<file path="src/rtl/dram_chk_pkg.sv">
`timescale 1ns/1ps
package dram_chk_pkg;

  typedef enum logic [2:0] {
    CMD_NOP   = 3'd0,
    CMD_ACT   = 3'd1,
    CMD_RD    = 3'd2,
    CMD_WR    = 3'd3,
    CMD_PRE   = 3'd4,
    CMD_OTHER = 3'd5
  } cmd_e;

  typedef enum logic [2:0] {
    V_NONE     = 3'd0,
    V_ACT_OPEN = 3'd1,
    V_NOT_OPEN = 3'd2,
    V_TRP      = 3'd3,
    V_TRC      = 3'd4,
    V_TRCD     = 3'd5,
    V_TRAS     = 3'd6,
    V_BADCMD   = 3'd7
  } viol_e;

  typedef enum logic [1:0] {
    B_IDLE = 2'd0,
    B_OPEN = 2'd1,
    B_APRE = 2'd2
  } bank_st_e;

  function automatic int ps_to_cyc(input int ps, input int clk_ps);
    return (ps + clk_ps - 1) / clk_ps;
  endfunction

  function automatic int max4(input int a, input int b, input int c, input int d);
    int m;
    m = a;
    if (b > m) m = b;
    if (c > m) m = c;
    if (d > m) m = d;
    return m;
  endfunction

endpackage

</file>
<file path="src/rtl/dram_bank_fsm.sv">
`timescale 1ns/1ps
module dram_bank_fsm
  import dram_chk_pkg::*;
#(
  parameter int RCD_CYC   = 3,
  parameter int RP_CYC    = 3,
  parameter int RAS_CYC   = 9,
  parameter int RC_CYC    = 12,
  parameter int BURST_CYC = 2,
  parameter int CNT_W     = 4
) (
  input  logic  clk,
  input  logic  rst_n,
  input  cmd_e  cmd,
  input  logic  sel,
  input  logic  pre_all,
  input  logic  ap_req,
  input  logic  accept,
  output viol_e err,
  output logic  row_open
);

  localparam int AP_W = $clog2(BURST_CYC + 1);
  localparam logic [CNT_W-1:0] CNT_MAX = {CNT_W{1'b1}};
  localparam logic [CNT_W-1:0] RCD_L = CNT_W'(RCD_CYC);
  localparam logic [CNT_W-1:0] RP_L  = CNT_W'(RP_CYC);
  localparam logic [CNT_W-1:0] RAS_L = CNT_W'(RAS_CYC);
  localparam logic [CNT_W-1:0] RC_L  = CNT_W'(RC_CYC);
  localparam logic [AP_W-1:0]  BURST_L = AP_W'(BURST_CYC);
  localparam logic [AP_W-1:0]  AP_ONE  = AP_W'(1);

  bank_st_e         st;
  logic [CNT_W-1:0] act_cnt;
  logic [CNT_W-1:0] pre_cnt;
  logic [AP_W-1:0]  ap_wait;

  logic is_col;
  logic pre_hit;
  logic ap_fire;

  assign is_col   = (cmd == CMD_RD) || (cmd == CMD_WR);
  assign pre_hit  = (cmd == CMD_PRE) && (sel || pre_all);
  assign ap_fire  = (st == B_APRE) && (ap_wait <= AP_ONE) && (act_cnt >= RAS_L);
  assign row_open = (st != B_IDLE);

  // rule evaluation for the command presented this cycle
  always_comb begin
    err = V_NONE;
    if (cmd == CMD_ACT && sel) begin
      if (st == B_OPEN)      err = V_ACT_OPEN;
      else if (st == B_APRE) err = V_TRP;
      else if (pre_cnt < RP_L) err = V_TRP;
      else if (act_cnt < RC_L) err = V_TRC;
    end else if (is_col && sel) begin
      if (st != B_OPEN)         err = V_NOT_OPEN;
      else if (act_cnt < RCD_L) err = V_TRCD;
    end else if (pre_hit) begin
      if (st == B_OPEN && act_cnt < RAS_L) err = V_TRAS;
    end
  end

  always_ff @(posedge clk) begin
    if (!rst_n) begin
      st      <= B_IDLE;
      act_cnt <= CNT_MAX;
      pre_cnt <= CNT_MAX;
      ap_wait <= '0;
    end else begin
      if (act_cnt != CNT_MAX) act_cnt <= act_cnt + 1'b1;
      if (pre_cnt != CNT_MAX) pre_cnt <= pre_cnt + 1'b1;
      if (ap_wait != '0)      ap_wait <= ap_wait - 1'b1;

      if (ap_fire) begin
        st      <= B_IDLE;
        pre_cnt <= CNT_W'(1);
        ap_wait <= '0;
      end else if (accept) begin
        if (cmd == CMD_ACT && sel) begin
          st      <= B_OPEN;
          act_cnt <= CNT_W'(1);
        end else if (is_col && sel && ap_req) begin
          st      <= B_APRE;
          ap_wait <= BURST_L;
        end else if (pre_hit && st == B_OPEN) begin
          st      <= B_IDLE;
          pre_cnt <= CNT_W'(1);
        end
      end
    end
  end

  AST_ACT_OPENS_ROW: assert property (@(posedge clk) disable iff (!rst_n)
    (cmd == CMD_ACT && sel && accept) |=> (st == B_OPEN && act_cnt == CNT_W'(1)));

  AST_COL_NEEDS_ROW: assert property (@(posedge clk) disable iff (!rst_n)
    (is_col && sel && accept) |-> (st == B_OPEN && act_cnt >= RCD_L));

  AST_AUTO_PRE_AFTER_RAS: assert property (@(posedge clk) disable iff (!rst_n)
    ($past(st) == B_APRE && st == B_IDLE) |-> ($past(act_cnt) >= RAS_L));

  AST_CLOSE_STARTS_RP: assert property (@(posedge clk) disable iff (!rst_n)
    ($past(st) != B_IDLE && st == B_IDLE) |-> (pre_cnt == CNT_W'(1)));

endmodule

</file>
<file path="config.mk">
export PLATFORM = sky130hd
export DESIGN_NAME = dram_bank_fsm
export DESIGN_NICKNAME = d
export VERILOG_FILES = /design/src/rtl/dram_chk_pkg.sv /design/src/rtl/dram_bank_fsm.sv
export SDC_FILE = /design/constraint.sdc
export NUM_CORES = 1
export LEC_CHECK = 0
export BUFFER_PORTS_ARGS = -buffer_cell sky130_fd_sc_hd__buf_2
export CAP_MARGIN = 40
export CORE_MARGIN = 4
export CORE_UTILIZATION = 53
export CTS_BUF_LIST = sky130_fd_sc_hd__clkbuf_16
export CTS_CLUSTER_DIAMETER = 200
export DETAILED_ROUTE_END_ITERATION = 6
export HOLD_SLACK_MARGIN = 0.08
export PLACE_DENSITY = 0.76
export SYNTH_ARGS = -nofsm -noshare
export SYNTH_HDL_FRONTEND = slang
export SYNTH_SLANG_ARGS = --single-unit
</file>
<file path="constraint.sdc">
create_clock -name clk -period 1.5 [get_ports clk]
set_input_delay 0.225 -clock clk [delete_from_list [all_inputs] [get_ports clk]]
set_output_delay 0.225 -clock clk [all_outputs]
set_load 0.02 [all_outputs]
</file>
==> insert_results.sql, run 1 <==
INSERT INTO impl_metrics (metric_group, metric, value, unit) VALUES
('placed_design', 'gpl.final_weighted_congestion', '0.854', ''),
('cts', 'cts_tree', 'done', ''),
('grt', 'grt.total_usage', '28.8', '%'),
('sta', 'fin_worst_skew', '0.00419', 'ns'),
('status', 'outcome', 'finished with violations', ''),
('flow_run', 'max-cap-violations', '0', ''),
('yosys', 'synth_area_leaders', 'sky130_fd_sc_hd__dfxtp_1 (32%), sky130_fd_sc_hd__ha_1 (6.6%), sky130_fd_sc_hd__o21ai_0 (6.0%)', ''),
('setup_path', 'critical_path_peak_fanout', '4', ''),
('floorplanning', 'coreArea', '1320', 'µm²'),
('pwr', 'max-vdd-ir-drop', '1.76', 'mV'),
('setup_path', 'crit_required', '1.27', 'ns'),
('sta', 'achievable-frequency', '532', 'MHz'),
('yosys', 'synth_area_leader_cell', 'sky130_fd_sc_hd__dfxtp_1', ''),
('drt', 'wl', '3100', 'µm'),
('sta', 'post-route-min-period', '1.88', 'ns'),
('yosys', 'async_reset_ff_share', '0', '%'),
('status', 'violated_checks', 'setup timing', ''),
('placed_design', 'io_buffer_count', '12', ''),
('pwr', 'cellPowerDensity', '1650', 'nW/µm²'),
('setup_path', 'critPathMaxStageDelay', '0.36', 'ns'),
('yosys', 'yosysWarningCount', '0', ''),
('floorplanning', 'chipHeight', '45.8', 'µm'),
('final_layout', 'multi_input_comb_area', '649', 'µm²'),
('grt', 'grt_start_max_net_pins', '11', ''),
('grt', 'overflow', '0', ''),
('grt', 'grt-busiest-layer', 'met2', ''),
('sta', 'timing.final.ws_setup', '-0.379', 'ns'),
('sta', 'final_max_slew_viol_count', '0', ''),
('cts', 'tritoncts.num_buffers', '3', ''),
('grt', 'gr-usage-met1', '34.2', '%'),
('drt', 'vias_cell', '6.69', ''),
('sta', 'hold_viol', '0', ''),
('yosys', 'synthCells', '89', ''),
('final_layout', 'utilization', '94.4', '%'),
('yosys', 'ys_top_cells_by_count', 'sky130_fd_sc_hd__dfxtp_1 (12), sky130_fd_sc_hd__o21ai_0 (9), sky130_fd_sc_hd__nand2_1 (6), sky130_fd_sc_hd__nand3_1 (6)', ''),
('sta', 'finalCritPeriodShare', '125', '%'),
('yosys', 'count_of_state_elements_after_synthesis', '12', ''),
('floorplanning', 'starting_utilization_of_the_core_area', '57.5', '%'),
('setup_path', 'path_cells', 'ha_4 -> or3_4 -> nor3_4 -> a211oi_2 -> a21oi_2 -> buf_4', ''),
('grt', 'groute.layer.met3.usage', '5.53', '%'),
('grt', 'grt_first_pass_wirelength', '4150', 'µm'),
('final_layout', 'fin_cells', '137', ''),
('floorplanning', 'dieArea', '2100', 'µm²'),
('yosys', 'synth_enable_flop_cells', '0', ''),
('worst_hold_path', 'min-delay-path-class', 'in2reg', ''),
('drt', 'dr.first_iter.drc_count', '47', ''),
('yosys', 'ys_seq_area_share', '31.7', '%'),
('drt', 'drtAntennaViolNets', '0', ''),
('sta', 'holdWs', '0.260', 'ns'),
('sta', 'setup_repair_after_global_routing_missed_its_margin', 'true', ''),
('drt', 'num_vias', '917', ''),
('sta', 'fin_tns_setup', '-1.25', 'ns'),
('drt', 'post_drt_wl_per_cell', '22.7', 'µm'),
('sta', 'worstMarginPinSlew', '0.416', 'ns'),
('setup_path', 'crit_path_end_kind', 'output pin', ''),
('sta', 'setup_viol_count_final', '13', ''),
('drt', 'post_route_drc', '0', ''),
('grt', 'gr-usage-met2', '46.5', '%'),
('final_layout', 'flow.area_growth_from_synthesis', '64.3', '%'),
('setup_path', 'bufs_and_invs_on_worst_path', '1', ''),
('yosys', 'ys_types', '34', ''),
('yosys', 'avgSynthCellArea', '8.51', 'µm²'),
('cts', 'htree_num_levels', '1', ''),
('grt', 'grt_antenna_before_repair', '0', ''),
('floorplanning', 'die_width', '45.8', 'µm'),
('cts', 'cts.hold.buffers_added', '0', ''),
('setup_path', 'category_of_cells_accounting_for_the_largest_share_of_critical_path_delay', 'simple AND/OR/NAND/NOR gates', ''),
('sta', 'timing.slew.headroom', '72.0', '%'),
('final_layout', 'sequential_cell_area', '250', 'µm²'),
('yosys', 'share_of_the_synthesized_area_in_the_top_cell_type', '31.7', '%'),
('final_layout', 'fill_cells', '39', '');
what timing repair did:
item	4_1_cts	5_1_grt
pin swaps	10	11
gates resized for setup	23	19
endpoints found under the setup margin	4	15
buffers inserted	3	0
where the power goes:
group / switching [mW] / internal (mW)
clock network: 0.130 / 0.346
registers: 0.107 / 0.423
logic: 0.536 / 0.507
total: 0.774 / 1.28
stage by stage:
| stage | instance area, µm² | total power, mW | setup WS [ns] |
|---|---|---|---|
| after CTS | 1160 | 1.83 | -0.329 |
| after global routing | 1240 | 2.14 | -0.437 |
| after global placement | 980 | 1.17 | -0.0783 |
| after floorplan | 785 | 0.933 | -0.0337 |
| final | 1240 | 2.05 | -0.379 |
| after detailed placement | 980 | 1.20 | -0.0833 |
state kept, by name (all words and copies together), names as in the netlist:
| name | cells |
|---|---|
| pre_cnt | 4 |
| ap_wait | 2 |
| st | 2 |
| act_cnt | 4 |
final cells by class:
class	instances	area share (%)
clock buffers	3	6.04
inverters	5	1.71
multi-input cells	71	52.2
flip-flops and latches	12	20.1
well taps	15	1.51
repair buffers	31	18.4
worst register-to-register path, stage by stage (launching register included):
cell                        delay, ns
sky130_fd_sc_hd__dfxtp_4         0.35
sky130_fd_sc_hd__buf_6           0.13
sky130_fd_sc_hd__inv_4           0.06
sky130_fd_sc_hd__ha_4            0.13
sky130_fd_sc_hd__nand2b_4        0.06
sky130_fd_sc_hd__buf_6           0.11
sky130_fd_sc_hd__o2111ai_4       0.25
sky130_fd_sc_hd__nand2_2         0.13
sky130_fd_sc_hd__nor4b_2         0.28
logic make-up after synthesis:
logic type               count (synthesis)  share of synthesized area [%]
XOR/XNOR                                 2                           2.31
flip-flops                              12                           31.7
adder cells (fa/ha/maj)                  4                           6.61
AO/OA/AOI/OAI                           24                           20.3
multiplexers                             4                           5.29
buffers and inverters                    6                           2.97
AND/OR/NAND/NOR                         37                           30.7
metal layers:
metal	vias to the layer above	share of wire, %
met5	-	0
met4	0	3.8
met3	17	6.4
met2	56	51
met1	443	39
li1	401	-
path summary, 6_finish.rpt:
path	start	to	depth (start not counted)
min reg2reg	ap_wait[0]	ap_wait[0]	1
max reg2reg	act_cnt[1]	ap_wait[0]	8
max	act_cnt[0]	err[2]	6
min	rst_n	pre_cnt[3]	2
placed cells by master (no fill, tap or decap), types with 3 or more instances in the layout:
cell type                   Yosys  final
sky130_fd_sc_hd__nand3b_1       3      3
sky130_fd_sc_hd__dfxtp_1       12      8
sky130_fd_sc_hd__inv_1          5      4
sky130_fd_sc_hd__nand2_1        6      5
sky130_fd_sc_hd__mux2i_1        4      4
sky130_fd_sc_hd__nor2_1         3      3
sky130_fd_sc_hd__buf_6          0      5
sky130_fd_sc_hd__o21ai_1        3      4
sky130_fd_sc_hd__clkbuf_16      0      3
sky130_fd_sc_hd__a21oi_2        0      3
sky130_fd_sc_hd__nand3_1        6      5
sky130_fd_sc_hd__ha_4           0      3
sky130_fd_sc_hd__o21ai_2        1      4
sky130_fd_sc_hd__buf_4          0     17
sky130_fd_sc_hd__o21ai_0        9      4
sky130_fd_sc_hd__buf_2          0      9
sky130_fd_sc_hd__nand2b_1       5      4
Power figures use the tool's default switching activity.
==> run 2: changes to the inputs <==
--- a/config.mk
+++ b/config.mk
@@ -7,6 +7,6 @@
 export LEC_CHECK = 0
-export BUFFER_PORTS_ARGS = -buffer_cell sky130_fd_sc_hd__buf_2
+export BUFFER_PORTS_ARGS = -buffer_cell sky130_fd_sc_hd__buf_4
 export CAP_MARGIN = 40
 export CORE_MARGIN = 4
-export CORE_UTILIZATION = 53
+export CORE_UTILIZATION = 50
 export CTS_BUF_LIST = sky130_fd_sc_hd__clkbuf_16
@@ -15,3 +15,3 @@
 export HOLD_SLACK_MARGIN = 0.08
-export PLACE_DENSITY = 0.76
+export PLACE_DENSITY = 0.72
 export SYNTH_ARGS = -nofsm -noshare
--- a/constraint.sdc
+++ b/constraint.sdc
@@ -3,2 +3,2 @@
 set_output_delay 0.225 -clock clk [all_outputs]
-set_load 0.02 [all_outputs]
+set_load 0.05 [all_outputs]
==> run 2 against run 1 <==
  * The run still ends with setup timing left
  * Via count down 5.2%
  * Die area is 5.0% higher
  * Setup slack improved by 0.0083 ns
  * Largest cell class unchanged
  * Sequential cell count stayed put
  * Maximum frequency rose by 0.45%
  * Global-route usage shrank 3.0 points
  * Wire length is 9.7% lower
==> insert_results.sql, run 2 (synthesized netlist as in run 1, its figures left out) <==
INSERT INTO impl_metrics (metric_group, metric, value, unit) VALUES
('status', 'outcome', 'finished with violations', ''),
('status', 'violated_checks', 'setup timing', ''),
('worst_hold_path', 'timing.hold.worst_endpoint', 'act_cnt[0]', ''),
('worst_hold_path', 'hp-start', 'rst_n', ''),
('sta', 'worstMarginPinSlew', '0.244', 'ns'),
('final_layout', 'layout_common_cells', 'sky130_fd_sc_hd__buf_4 (30), sky130_fd_sc_hd__dfxtp_1 (8), sky130_fd_sc_hd__o21ai_0 (6), sky130_fd_sc_hd__nand3_1 (6)', ''),
('drt', 'post_drt_wl_per_cell', '20.0', 'µm'),
('cts', 'clockBufferDepth', '2', ''),
('setup_path', 'cp-start-kind', 'flop', ''),
('cts', 'root_buffer', 'sky130_fd_sc_hd__clkbuf_16', ''),
('setup_path', 'path_cells', 'ha_4 -> or3_4 -> nor3_4 -> a211oi_2 -> a21oi_4 -> buf_6', ''),
('final_layout', 'flow.area_growth_from_synthesis', '64.6', '%'),
('grt', 'grt_antenna_before_repair', '0', ''),
('setup_path', 'crit_path_end_kind', 'output pin', ''),
('worst_hold_path', 'worst_hold_path.num_cells', '2', ''),
('setup_path', 'slowest_stage', 'sky130_fd_sc_hd__or3_4', ''),
('cts', 'htree_num_levels', '1', ''),
('sta', 'post-route-min-period', '1.87', 'ns'),
('floorplanning', 'ios', '13', ''),
('final_layout', 'post_route_cells_drive_above_1_share', '49.6', '%'),
('pwr', 'cellPowerDensity', '1530', 'nW/µm²'),
('floorplanning', 'die_width', '46.9', 'µm'),
('final_layout', 'leading_cell_type_in_the_layout_fill_and_taps_excluded', 'sky130_fd_sc_hd__buf_4', ''),
('final_layout', 'multi_input_comb_area', '614', 'µm²'),
('floorplanning', 'dieArea', '2200', 'µm²'),
('worst_hold_path', 'min-delay-path-class', 'in2reg', ''),
('sta', 'fin_worst_skew', '0.00133', 'ns'),
('placed_design', 'placed_cells', '136', ''),
('setup_path', 'ff_to_ff_path_depth', '7', ''),
('floorplanning', 'floorplan.rows', '13', ''),
('sta', 'setup_viol_count_final', '10', ''),
('final_layout', 'post-route-cell-area', '1250', 'µm²'),
('drt', 'drtAntennaViolNets', '0', ''),
('sta', 'finalCritPeriodShare', '125', '%'),
('setup_path', 'crit_required', '1.27', 'ns'),
('final_layout', 'layout_top_registers', 'act_cnt: 4 flops, pre_cnt: 4 flops', ''),
('drt', 'num_vias', '869', ''),
('placed_design', 'gpl.final_weighted_congestion', '0.859', ''),
('sta', 'timing.slew.headroom', '83.6', '%'),
('sta', 'holdWs', '0.241', 'ns'),
('pwr', 'power.sequential.fraction', '26.4', '%'),
('placed_design', 'detailed_place.area', '1070', 'µm²'),
('pwr', 'power_report.internal_total', '1.21', 'mW'),
('setup_path', 'crit_type', 'reg2out', ''),
('sta', 'hold_viol', '0', ''),
('grt', 'overflow', '0', ''),
('placed_design', 'dp_hpwl', '1540', 'µm'),
('setup_path', 'crit-reg2reg-launch', 'act_cnt[1]', ''),
('pwr', 'swShare', '36.5', '%'),
('drt', 'dr.first_iter.drc_count', '36', ''),
('cts', 'clkLatencyLatePin', '0.24', 'ns'),
('cts', 'cts.hold.buffers_added', '0', ''),
('grt', 'grt_start_max_net_pins', '11', ''),
('grt', 'via_count_of_the_first_global_routing_pass', '885', ''),
('floorplanning', 'chipHeight', '46.9', 'µm'),
('final_layout', 'number_of_antenna_repair_diodes', '0', ''),
('floorplanning', 'starting_utilization_of_the_core_area', '55.4', '%'),
('sta', 'final_max_slew_viol_count', '0', ''),
('sta', 'achievable-frequency', '534', 'MHz'),
('pwr', 'max-vdd-ir-drop', '1.51', 'mV'),
('final_layout', 'sequential_cell_area', '245', 'µm²'),
('setup_path', 'reg2reg_slack', '-0.08', 'ns'),
('sta', 'setup_repair_after_global_routing_missed_its_margin', 'true', ''),
('grt', 'grt.total_usage', '25.9', '%'),
('setup_path', 'critPathMaxStageDelay', '0.40', 'ns'),
('setup_path', 'critical_path_peak_fanout', '4', ''),
('floorplanning', 'coreArea', '1370', 'µm²'),
('cts', 'tritoncts.num_buffers', '3', ''),
('setup_path', 'setup.worst_path.start', 'act_cnt[1]', ''),
('cts', 'cts_tree', 'done', ''),
('drt', 'vias_cell', '6.21', ''),
('flow_run', 'max-cap-violations', '0', ''),
('pwr', 'pwr-share-clk', '25.7', '%'),
('setup_path', 'regToRegEndpoint', 'st[0]', ''),
('drt', 'dr.pass1.iters', '4', ''),
('drt', 'wl', '2800', 'µm'),
('pwr', 'p_leak', '0.546', 'nW'),
('final_layout', 'fin_cells', '140', ''),
('cts', 'path_clk_slew', '0.04', 'ns'),
('pwr', 'pwr-share-comb', '47.9', '%'),
('placed_design', 'io_buffer_count', '12', ''),
('drt', 'post_route_drc', '0', ''),
('final_layout', 'fill_cells', '55', ''),
('setup_path', 'critical_path_arrival', '1.65', 'ns'),
('final_layout', 'nets', '140', ''),
('pwr', 'power.net_switching', '698', 'µW'),
('grt', 'grt_first_pass_wirelength', '3970', 'µm'),
('sta', 'timing.final.ws_setup', '-0.371', 'ns'),
('cts', 'clock_sink_count', '12', '');
-- run 2: critical path, delay by kind of cell (launching register included) --
| kind | cells | cell delay [ns] |
|---|---|---|
| and+or+nand+nor | 2 | 0.53 |
| DFF | 1 | 0.35 |
| AOI/OAI and AO/OA | 2 | 0.19 |
| adders and majority gates | 1 | 0.17 |
| buffers and inverters | 1 | 0.17 |
-- run 2: layout make-up --
class,count,share of cell area (%)
Sequential cell,12,19.7
Inverter,5,1.51
Timing Repair Buffer,34,22.0
Tap cell,15,1.51
Multi-Input combinational cell,71,49.3
Clock buffer,3,6.02
-- run 2: through the flow --
stage	util [%]	worst slack, ns	total power, mW	TNS (ns)
after floorplan	-	-0.126	0.949	-0.317
after global placement	78.7	-0.142	1.19	-0.359
after detailed placement	78.7	-0.186	1.22	-0.504
after CTS	88.5	-0.342	1.79	-0.874
after global routing	91.2	-0.409	1.98	-2.06
final	91.2	-0.371	1.91	-1.17
-- run 2: worst max path at each step --
stage | to | depth (start not counted)
final | err[2] | 6
after global routing | err[0] | 6
after CTS | err[2] | 6
after detailed placement | err[2] | 7
after global placement | err[2] | 6
after floorplan | err[2] | 5
-- run 2: power by group through the flow --
stage	registers [mW]	logic, mW	clock network [mW]
global route	0.515	0.956	0.505
detailed placement	0.478	0.742	0
finish	0.505	0.915	0.490
CTS	0.498	0.815	0.474
global placement	0.472	0.715	0
floorplan	0.512	0.437	0
-- run 2: timing repair --
item / in CTS / in global routing
setup endpoints to repair: 14 / 14
buffers inserted: 1 / 1
pin swaps: 4 / 0
resized for setup: 17 / 5
-- run 2: metal layers --
layer / part of all wire, % / track usage [%] / vias to the layer above
met4: 2.7 / 9.94 / 0
met5: 0 / 0 / -
li1: - / - / 401
met3: 6.8 / 3.45 / 10
met1: 41 / 31.9 / 408
met2: 49 / 45.3 / 50
